===== config.mk =====
export PLATFORM = sky130hd
export DESIGN_NAME = xfer_dma
export DESIGN_NICKNAME = d
export VERILOG_FILES = /design/src/rtl/xfer_dma.sv
export SDC_FILE = /design/constraint.sdc
export NUM_CORES = 1
export LEC_CHECK = 0
export ABC_AREA = 0
export BUFFER_PORTS_ARGS = -buffer_cell sky130_fd_sc_hd__buf_2
export CAP_MARGIN = 20
export CORE_MARGIN = 2
export CORE_UTILIZATION = 40
export CTS_CLUSTER_SIZE = 8
export DETAILED_ROUTE_END_ITERATION = 16
export GPL_ROUTABILITY_DRIVEN = 0
export PLACE_DENSITY = 0.69
export REMOVE_ABC_BUFFERS = 1
export SYNTH_ARGS = -nofsm -noshare
export SYNTH_HDL_FRONTEND = slang
export SYNTH_SLANG_ARGS = --single-unit

===== constraint.sdc =====
create_clock -name clk -period 4.7 [get_ports clk]
set_input_delay 0 -clock clk [delete_from_list [all_inputs] [get_ports clk]]
set_output_delay 0 -clock clk [all_outputs]
set_load 0.005 [all_outputs]

===== src/rtl/xfer_dma.sv =====
module xfer_dma (
  input  logic        clk,
  input  logic        rst_n,
  input  logic [1:0]  size_sel,
  input  logic        reg_we,
  input  logic        reg_re,
  input  logic [3:0]  reg_addr,
  input  logic [7:0]  reg_wdata,
  output logic [7:0]  reg_rdata,
  input  logic        trigger,
  output logic        busy,
  output logic [15:0] h_addr,
  output logic        h_rd,
  output logic        h_wr,
  output logic [7:0]  h_wdata,
  input  logic [7:0]  h_rdata,
  input  logic        h_gnt,
  output logic [23:0] x_addr,
  output logic        x_re,
  output logic        x_we,
  output logic [7:0]  x_wdata,
  input  logic [7:0]  x_rdata
);

  typedef enum logic [3:0] {
    S_IDLE, S_HRD, S_HLAT, S_XRD, S_XLAT, S_HWR, S_XWR, S_CMP, S_ADV, S_FIN
  } state_t;

  state_t      st;
  logic [15:0] hbase, lenr, hptr;
  logic [23:0] xbase, xptr, xmask;
  logic [16:0] left;
  logic [7:0]  cmd, hbuf, xbuf;
  logic        hold_h, hold_x, done_f, miss_f;
  logic [1:0]  mode_r, fmode;
  logic        hh_r, hx_r, al_r;
  logic        idle, wr_ok, go_cmd, go_trg, launch;

  assign xmask  = (size_sel == 2'd0) ? 24'h01FFFF :
                  (size_sel == 2'd1) ? 24'h03FFFF : 24'h07FFFF;
  assign idle   = (st == S_IDLE);
  assign wr_ok  = reg_we && idle;
  assign go_cmd = wr_ok && reg_addr == 4'd1 && reg_wdata[7] && reg_wdata[4];
  assign go_trg = trigger && idle && cmd[7] && !cmd[4] && !go_cmd;
  assign launch = go_cmd || go_trg;
  assign fmode  = go_cmd ? reg_wdata[1:0] : cmd[1:0];

  assign busy    = !idle;
  assign h_addr  = hptr;
  assign h_rd    = (st == S_HRD);
  assign h_wr    = (st == S_HWR);
  assign h_wdata = xbuf;
  assign x_addr  = xptr & xmask;
  assign x_re    = (st == S_XRD);
  assign x_we    = (st == S_XWR);
  assign x_wdata = hbuf;

  always_comb begin
    case (reg_addr)
      4'd0:    reg_rdata = {1'b0, done_f, miss_f, size_sel != 2'd0, 4'h0};
      4'd1:    reg_rdata = cmd;
      4'd2:    reg_rdata = hbase[7:0];
      4'd3:    reg_rdata = hbase[15:8];
      4'd4:    reg_rdata = xbase[7:0];
      4'd5:    reg_rdata = xbase[15:8];
      4'd6:    reg_rdata = xbase[23:16];
      4'd7:    reg_rdata = lenr[7:0];
      4'd8:    reg_rdata = lenr[15:8];
      4'd10:   reg_rdata = {hold_h, hold_x, 6'h3F};
      default: reg_rdata = 8'hFF;
    endcase
  end

  always_ff @(posedge clk or negedge rst_n) begin
    if (!rst_n) begin
      st     <= S_IDLE;
      hbase  <= '0;
      xbase  <= '0;
      lenr   <= '0;
      cmd    <= '0;
      hold_h <= 1'b0;
      hold_x <= 1'b0;
      done_f <= 1'b1;
      miss_f <= 1'b0;
      hptr   <= '0;
      xptr   <= '0;
      left   <= '0;
      hbuf   <= '0;
      xbuf   <= '0;
      mode_r <= '0;
      hh_r   <= 1'b0;
      hx_r   <= 1'b0;
      al_r   <= 1'b0;
    end else begin
      if (reg_re && reg_addr == 4'd0) begin
        done_f <= 1'b0;
        miss_f <= 1'b0;
      end
      if (wr_ok) begin
        case (reg_addr)
          4'd1:  cmd          <= reg_wdata;
          4'd2:  hbase[7:0]   <= reg_wdata;
          4'd3:  hbase[15:8]  <= reg_wdata;
          4'd4:  xbase[7:0]   <= reg_wdata;
          4'd5:  xbase[15:8]  <= reg_wdata;
          4'd6:  xbase[23:16] <= reg_wdata;
          4'd7:  lenr[7:0]    <= reg_wdata;
          4'd8:  lenr[15:8]   <= reg_wdata;
          4'd10: begin
            hold_h <= reg_wdata[7];
            hold_x <= reg_wdata[6];
          end
          default: ;
        endcase
      end
      if (launch) begin
        hptr   <= hbase;
        xptr   <= xbase;
        left   <= (lenr == 16'd0) ? 17'h10000 : {1'b0, lenr};
        mode_r <= fmode;
        al_r   <= go_cmd ? reg_wdata[5] : cmd[5];
        hh_r   <= hold_h;
        hx_r   <= hold_x;
        st     <= (fmode == 2'd1) ? S_XRD : S_HRD;
      end
      case (st)
        S_HRD:  if (h_gnt) st <= S_HLAT;
        S_HLAT: begin
          hbuf <= h_rdata;
          st   <= (mode_r == 2'd0) ? S_XWR : S_XRD;
        end
        S_XRD:  st <= S_XLAT;
        S_XLAT: begin
          xbuf <= x_rdata;
          st   <= (mode_r == 2'd3) ? S_CMP : S_HWR;
        end
        S_HWR:  if (h_gnt) st <= (mode_r == 2'd2) ? S_XWR : S_ADV;
        S_XWR:  st <= S_ADV;
        S_CMP: begin
          if (hbuf != xbuf) begin
            miss_f <= 1'b1;
            st     <= S_FIN;
          end else begin
            st <= S_ADV;
          end
        end
        S_ADV: begin
          hptr <= hptr + {15'd0, !hh_r};
          xptr <= xptr + {23'd0, !hx_r};
          left <= left - 17'd1;
          if (left == 17'd1)        st <= S_FIN;
          else if (mode_r == 2'd1)  st <= S_XRD;
          else                      st <= S_HRD;
        end
        S_FIN: begin
          if (!al_r) begin
            hbase <= hptr;
            xbase <= xptr;
            lenr  <= left[15:0];
          end
          done_f <= 1'b1;
          cmd[7] <= 1'b0;
          st     <= S_IDLE;
        end
        default: ;
      endcase
    end
  end

  AST_HOST_EXCL:  assert property (@(posedge clk) disable iff (!rst_n) !(h_rd && h_wr));
  AST_IDLE_QUIET: assert property (@(posedge clk) disable iff (!rst_n) !busy |-> !(h_rd || h_wr || x_re || x_we));
  AST_DONE_POST:  assert property (@(posedge clk) disable iff (!rst_n) $fell(busy) |-> (done_f && !cmd[7]));
  AST_HOST_HOLD:  assert property (@(posedge clk) disable iff (!rst_n) (busy && $past(busy) && hh_r) |-> $stable(hptr));
  AST_EXP_HOLD:   assert property (@(posedge clk) disable iff (!rst_n) (busy && $past(busy) && hx_r) |-> $stable(xptr));
  AST_CMP_NOWR:   assert property (@(posedge clk) disable iff (!rst_n) (busy && mode_r == 2'd3) |-> !(h_wr || x_we));
  AST_WAIT_GNT:   assert property (@(posedge clk) disable iff (!rst_n) (h_rd && !h_gnt) |=> (h_rd && $stable(h_addr)));

endmodule


==> results of run 1 <==
[cells in the mapped netlist (25+ instances only)]
library cell,number
dfrtp_1,149
nor3_1,25
mux2_2,28
nor2_1,55
o21ai_0,100
buf_4,27
a21oi_1,29
mux2i_1,69
nand2_1,145
nand3_1,44
clkbuf_1,41
[through the flow]
step / util [%] / worst slack, ns / instance area [sq um] / hold slack, ns / std cells
2_1_floorplan: - / 0.07784 / 8272 / -0.2956 / 877
3_3_place_gp: 43.55 / 1.901 / 9213 / 0.2230 / 1260
3_5_place_dp: 43.55 / 1.826 / 9213 / 0.2309 / 1260
4_1_cts: 47.25 / 1.796 / 9995 / 0.005752 / 1312
5_1_grt: 47.40 / 1.622 / 10030 / 0.02571 / 1314
6_report: 47.41 / 1.758 / 10030 / 0.02342 / 1315
[worst reg2reg max path, stage by stage, from the launching register on]
cell and delay [ns]:
dfrtp_1 0.59, nor4_4 0.54, inv_1 0.19, a21oi_4 0.77
buf_4 0.42, mux2i_1 0.23, mux2i_1 0.09
[final timing paths]
kind / depth (start not counted) / to / startpoint
worst max register to register: 6 / left[15] / st[0]
min in group asynchronous: 2 / x_wdata[5] / rst_n
max in group asynchronous: 4 / xbase[6] / rst_n
worst min register to register: 2 / done_f / done_f
worst max-delay path: 6 / left[15] / st[0]
worst min-delay path: 3 / xbase[3] / reg_wdata[3]
[final cells by class]
class	count	area, sq um
tap	275	344.1
antenna	1	2.502
fill	2008	11120
clock inverter	13	128.9
multi-input combinational	717	4507
sequential	150	3755
timing repair buffer	130	802.0
inverter	10	37.54
clock buffer	19	452.9
[logic make-up after synthesis]
group | Yosys count | synth area share, %
and+or+nand+nor | 362 | 20.42
AOI/OAI and AO/OA | 234 | 17.11
DFF | 150 | 43.16
muxes | 97 | 11.56
buffers and inverters | 96 | 5.536
xor gates and xnor gates | 13 | 1.309
adders and majority gates | 6 | 0.8628
other | 1 | 0.04310
[power groups by stage]
stage               clock network [mW]  registers (mW)  logic [mW]
floorplan                            0            2.42        1.11
CTS                               1.39            2.66        1.71
finish                            1.38            2.69        1.70
detailed placement                   0            2.68        1.68
global route                      1.44            2.77        1.92
global placement                     0            2.66        1.63
[placed cells by master (no fill, tap or decap), types with 17 or more instances in the layout]
master	count
a21oi_1	28
buf_2	99
clkbuf_16	17
dfrtp_1	149
dlygate4sd3_1	20
mux2_2	28
mux2i_1	69
nand2_1	145
nand3_1	44
nor2_1	54
nor3_1	25
o21ai_0	100
[flip-flops by register name, indices dropped and copies added (netlist names), 2 cells and up]
| register | flops |
|---|---|
| left | 17 |
| xbase | 24 |
| hbase | 16 |
| mode_r | 2 |
| x_wdata | 8 |
| lenr | 16 |
| st | 4 |
| xptr | 24 |
| cmd | 8 |
| h_wdata | 8 |
| h_addr | 16 |
[per-layer routing]
layer,global-route usage (%),wire (um)
met4,6.121,439
met5,0,0
met1,32.82,11490
met3,5.808,2501
met2,36.81,12150
[what timing repair did]
| item | CTS | global route |
|---|---|---|
| setup endpoints to repair | 0 | 0 |
| hold buffers | 20 | 0 |
| resized for setup | 0 | 0 |
| setup buffers | 0 | 0 |
| hold endpoints to repair | 132 | 0 |
==> flow_summary.yaml, run 1 <==
worst_setup_path:
  critPathKind: "reg -> reg"
  cp-end-kind: "flop"
  critPathRequiredTime_ns: 5.00
  cp_slowest_cell: "a21oi_4"
  crit_path_frequent_cell: "mux2i_1"
  cpLargestDelayFamily: "compound AO/OA/AOI/OAI gates"
  path_cells: "nor4_4 > inv_1 > a21oi_4 > buf_4 > mux2i_1 > mux2i_1"
  path_buf_inv: 2
  reg2reg_slack_ns: 1.76
  crit_fanout: 29
  cp.arrival_ns: 3.25
  startpoint_type: "flop"
  slowest_delay_ns: 0.77
power_and_ir_drop:
  powerDensity_nw_per_um2: 575.5
  pwr-share-clk_pct: 23.9
  sw_frac_of_total_pct: 39.02
  p_leak_nw: 4.478
  power_mw: 5.772
  power_switching_mw: 2.252
  seq_power_share_pct: 46.6
  max-vdd-ir-drop_uv: 295.6
  comb_power_share_pct: 29.5
  cellInternalPower_mw: 3.520
placed_design:
  dpl.hpwl_um: 17660
  port_buffers: 99
global_route:
  grt_usage_pct: 23.56
  grt_overflow: 0
  grt_max_degree: 113
  grt_pass1_wl_um: 41350
  first_global_vias: 7402
  antenna_found_initial: 1
detailed_routing:
  antenna_left: 0
  drcViolationCount: 0
  drt_iter0_drc: 652
  drt-total-wl_um: 26590
  firstDrtPassIters: 5
  vias: 7922
  routedWlPerCell_um: 20.22
  vias_per_cell: 6.024
clock_tree:
  cts.clk_slew.worst_paths_ns: 0.06
  ctsRootBufferMaster: "clkbuf_16"
  cts_buffers: 17
  cts_tree: "yes"
  h-tree-depth: 4
  clockBufferDepth: 2
  clk_latency_ns: 0.44
  cts_num_sinks: 150
synth:
  async_reset_ff_share_pct: 100.0
  synth_largest_area_cell: "dfrtp_1"
  ys.flop_type: "dfrtp_1"
  synthCells: 959
  ys_top_cells_by_area: "dfrtp_1, mux2i_1, nand2_1"
  ys_seq_elements: 150
  avgSynthCellArea_sq_um: 9.073
  synth_enable_flop_cells: 0
  yosysUniqueCellTypes: 76
  ys_warn_count: 0
  syn_area_sq_um: 8701
  seq_area_frac_synth_pct: 43.16
  synth_top_area_share_pct: 42.85
timing:
  hold_viol: 0
  min_period_ns: 2.942
  drv_slew: 0
  finalCritPeriodShare_pct: 62.60
  slew_headroom_pct: 34.87
  grt_setup_unrepaired: "false"
  setup_tns_ns: 0
  clock_skew_ns: 0.01101
  tightest_slew_ns: 0.9748
  max_freq_mhz: 339.9
  setup-violations-final: 0
floorplanning:
  io_pins: 105
  die_x_um: 151.5
  start_util_pct: 41.13
  row_count: 53
  dieArea_sq_um: 22950
  coreArea_sq_um: 21150
  chipHeight_um: 151.5
run_status:
  status: "completed"
layout:
  finalNetCount: 1068
  final_layout_size_suffix_gt1_share_pct: 18.19
  syn_to_final_growth_pct: 15.27
flow_run:
  cap_violations: 0
worst_hold_path:
  hp-class: "in -> reg"
Note: power is estimated with default switching activity, not from simulation.
==> run 2: changes to the inputs <==
--- a/config.mk
+++ b/config.mk
@@ -5,7 +5,7 @@
 export SDC_FILE = /design/constraint.sdc
 export NUM_CORES = 1
 export LEC_CHECK = 0
-export ABC_AREA = 0
+export ABC_AREA = 1
 export BUFFER_PORTS_ARGS = -buffer_cell sky130_fd_sc_hd__buf_2
 export CAP_MARGIN = 20
 export CORE_MARGIN = 2
==> constraint.sdc (replaced) <==
create_clock -name clk -period 3.1 [get_ports clk]
set_input_delay 0 -clock clk [delete_from_list [all_inputs] [get_ports clk]]
set_output_delay 0 -clock clk [all_outputs]
set_load 0.005 [all_outputs]
==> flow_summary.yaml, run 2 <==
run_status:
  status: "completed"
synth:
  ys_warn_count: 0
  synthCells: 1245
  ys_seq_elements: 150
  yosysUniqueCellTypes: 44
  avgSynthCellArea_sq_um: 7.313
  async_reset_ff_share_pct: 100.0
  seq_area_frac_synth_pct: 41.24
  synth_top_area_share_pct: 40.95
  synth_largest_area_cell: "dfrtp_1"
  yosys-top-cells-count: "nand2_1, dfrtp_1, inv_1, nor2_1, o21ai_0"
  ys.flop_type: "dfrtp_1"
  synth_enable_flop_cells: 0
  ys_top_cells_by_area: "dfrtp_1, nand2_1, inv_1"
  syn_area_sq_um: 9105
  yosysMostFrequentCell: "nand2_1"
power_and_ir_drop:
  power_mw: 4.432
  p_leak_nw: 4.775
  powerDensity_nw_per_um2: 422.3
  max-vdd-ir-drop_uv: 356.5
detailed_routing:
  antenna_left: 0
  firstDrtPassIters: 5
  drcViolationCount: 0
  vias_per_cell: 5.622
  drt_iter0_drc: 920
  vias: 9147
  routedWlPerCell_um: 18.22
  drt-total-wl_um: 29640
clock_tree:
  cts_buffers: 17
  ctsResizeCount: 0
  ctsRootBufferMaster: "clkbuf_16"
  h-tree-depth: 4
  cts_num_sinks: 150
  clockBufferDepth: 2
  cts.clk_slew.worst_paths_ns: 0.07
  clk_latency_ns: 0.44
  cts_tree: "yes"
  cts-hold-fix-buffers: 26
  postCtsSetupRepairBufs: 0
floorplanning:
  dieArea_sq_um: 23980
  chipHeight_um: 154.9
  start_util_pct: 40.46
  die_x_um: 154.9
  coreArea_sq_um: 22500
  row_count: 55
  io_pins: 105
timing:
  setup-violations-final: 0
  grt_setup_unrepaired: "false"
  hold_viol: 0
  drv_slew: 0
  tightest_slew_ns: 0.8720
  finalCritPeriodShare_pct: 78.59
  clock_skew_ns: 0.008137
  setup_tns_ns: 0
  min_period_ns: 2.436
  max_freq_mhz: 410.5
  slew_headroom_pct: 41.73
  layout_setup_ws_ns: 0.6637
layout:
  reg.largest.list: "xbase x24, xptr x24, left x17"
  final_cell_mix: "nand2_1, dfrtp_1, inv_1"
  syn_to_final_growth_pct: 15.25
  final_layout_size_suffix_gt1_share_pct: 13.86
  final_common_cell: "nand2_1"
  n_antenna_cell: 0
  finalNetCount: 1371
worst_hold_path:
  whs_path_depth: 3
  hp-class: "in -> reg"
  min_to: "hold_h"
  hp-start: "reg_wdata[7]"
worst_setup_path:
  path_cells: "nor2_4 > nand2_2 > nor2_2 > nand4_2 > nand2_4 > inv_2 > nand2_4 > nand2_1 > nand2_1 > inv_1"
  cp.arrival_ns: 2.77
  critPathKind: "reg -> reg"
  worstReg2RegStart: "st[3]"
  crit_fanout: 42
  r2r_end: "left[13]"
  ff2ff_path_depth: 10
  startpoint_type: "flop"
  slowest_delay_ns: 0.46
  cp_slowest_cell: "nand2_4"
  cp-end-kind: "flop"
  reg2reg_slack_ns: 0.66
  critPathRequiredTime_ns: 3.43
flow_run:
  cap_violations: 0
placed_design:
  dpl.hpwl_um: 20770
  dpl_worst_slack_ns: 0.7162
  port_buffers: 99
global_route:
  antenna_found_initial: 0
  grt_usage_pct: 24.89
  first_global_vias: 8669
  grt_pass1_wl_um: 46870
  grt_overflow: 0
  grt_max_degree: 84
## run 2: worst max path at each step
| stage | to | from | slack (ns) | cells past startpoint |
|---|---|---|---|---|
| 4_1_cts | left[13] | st[3] | 0.70 | 10 |
| 6_report | left[13] | st[3] | 0.66 | 10 |
| 3_5_place_dp | left[13] | st[3] | 0.72 | 10 |
| 3_3_place_gp | left[13] | st[3] | 0.79 | 10 |
| 2_1_floorplan | hbase[10] | st[0] | 0.35 | 7 |
| 5_1_grt | left[6] | st[3] | 0.48 | 9 |
## run 2: report_power, final
part,internal (mW),switching (mW)
registers,1.96,0.00166
clock network,1.32,0.916
logic,0.0730,0.153
## run 2: area by class of cell
| class | instances | area [sq um] |
|---|---|---|
| multi-input combinational | 871 | 4320 |
| clock inverter | 12 | 167.7 |
| tap | 285 | 356.6 |
| fill | 2230 | 12010 |
| clock buffer | 20 | 456.7 |
| inverter | 152 | 573.1 |
| timing repair buffer | 137 | 864.6 |
| sequential | 150 | 3755 |
## run 2: logic make-up (layout without fill, tap and decap cells)
group / count (synthesis) / in the layout / share of synthesized area, %
AO/OA/AOI/OAI: 270 / 270 / 17.23
XOR/XNOR: 16 / 16 / 1.539
adder cells (fa/ha/maj): 6 / 6 / 0.8245
buffers and inverters: 228 / 321 / 11.50
flip-flops: 150 / 150 / 41.24
multiplexers: 1 / 1 / 0.1237
other: 1 / 5 / 0.04119
AND/OR/NAND/NOR: 573 / 573 / 27.50
## run 2: routing by layer
layer	track usage [%]	vias up	wire length, um
li1	-	4307	-
met3	5.181	70	2553
met1	34.44	4325	13040
met5	0	-	0
met2	38.24	445	13210
met4	10.01	0	837
## run 2: worst max-delay path, delay by kind of cell (launching register included)
kind	cells	cell delay [ns]
AND/OR/NAND/NOR	8	1.55
flip-flops	1	0.44
buffers and inverters	2	0.30
## run 2: through the flow
stage	utilization (%)	cells	cell area (sq um)	hold WS, ns
after global routing	46.63	1627	10490	0.08340
after CTS	46.63	1627	10490	0.03149
final	46.63	1627	10490	0.06255
after detailed placement	42.70	1569	9609	0.1156
after floorplan	-	1173	8646	-0.2956
after global placement	42.70	1569	9609	0.1174
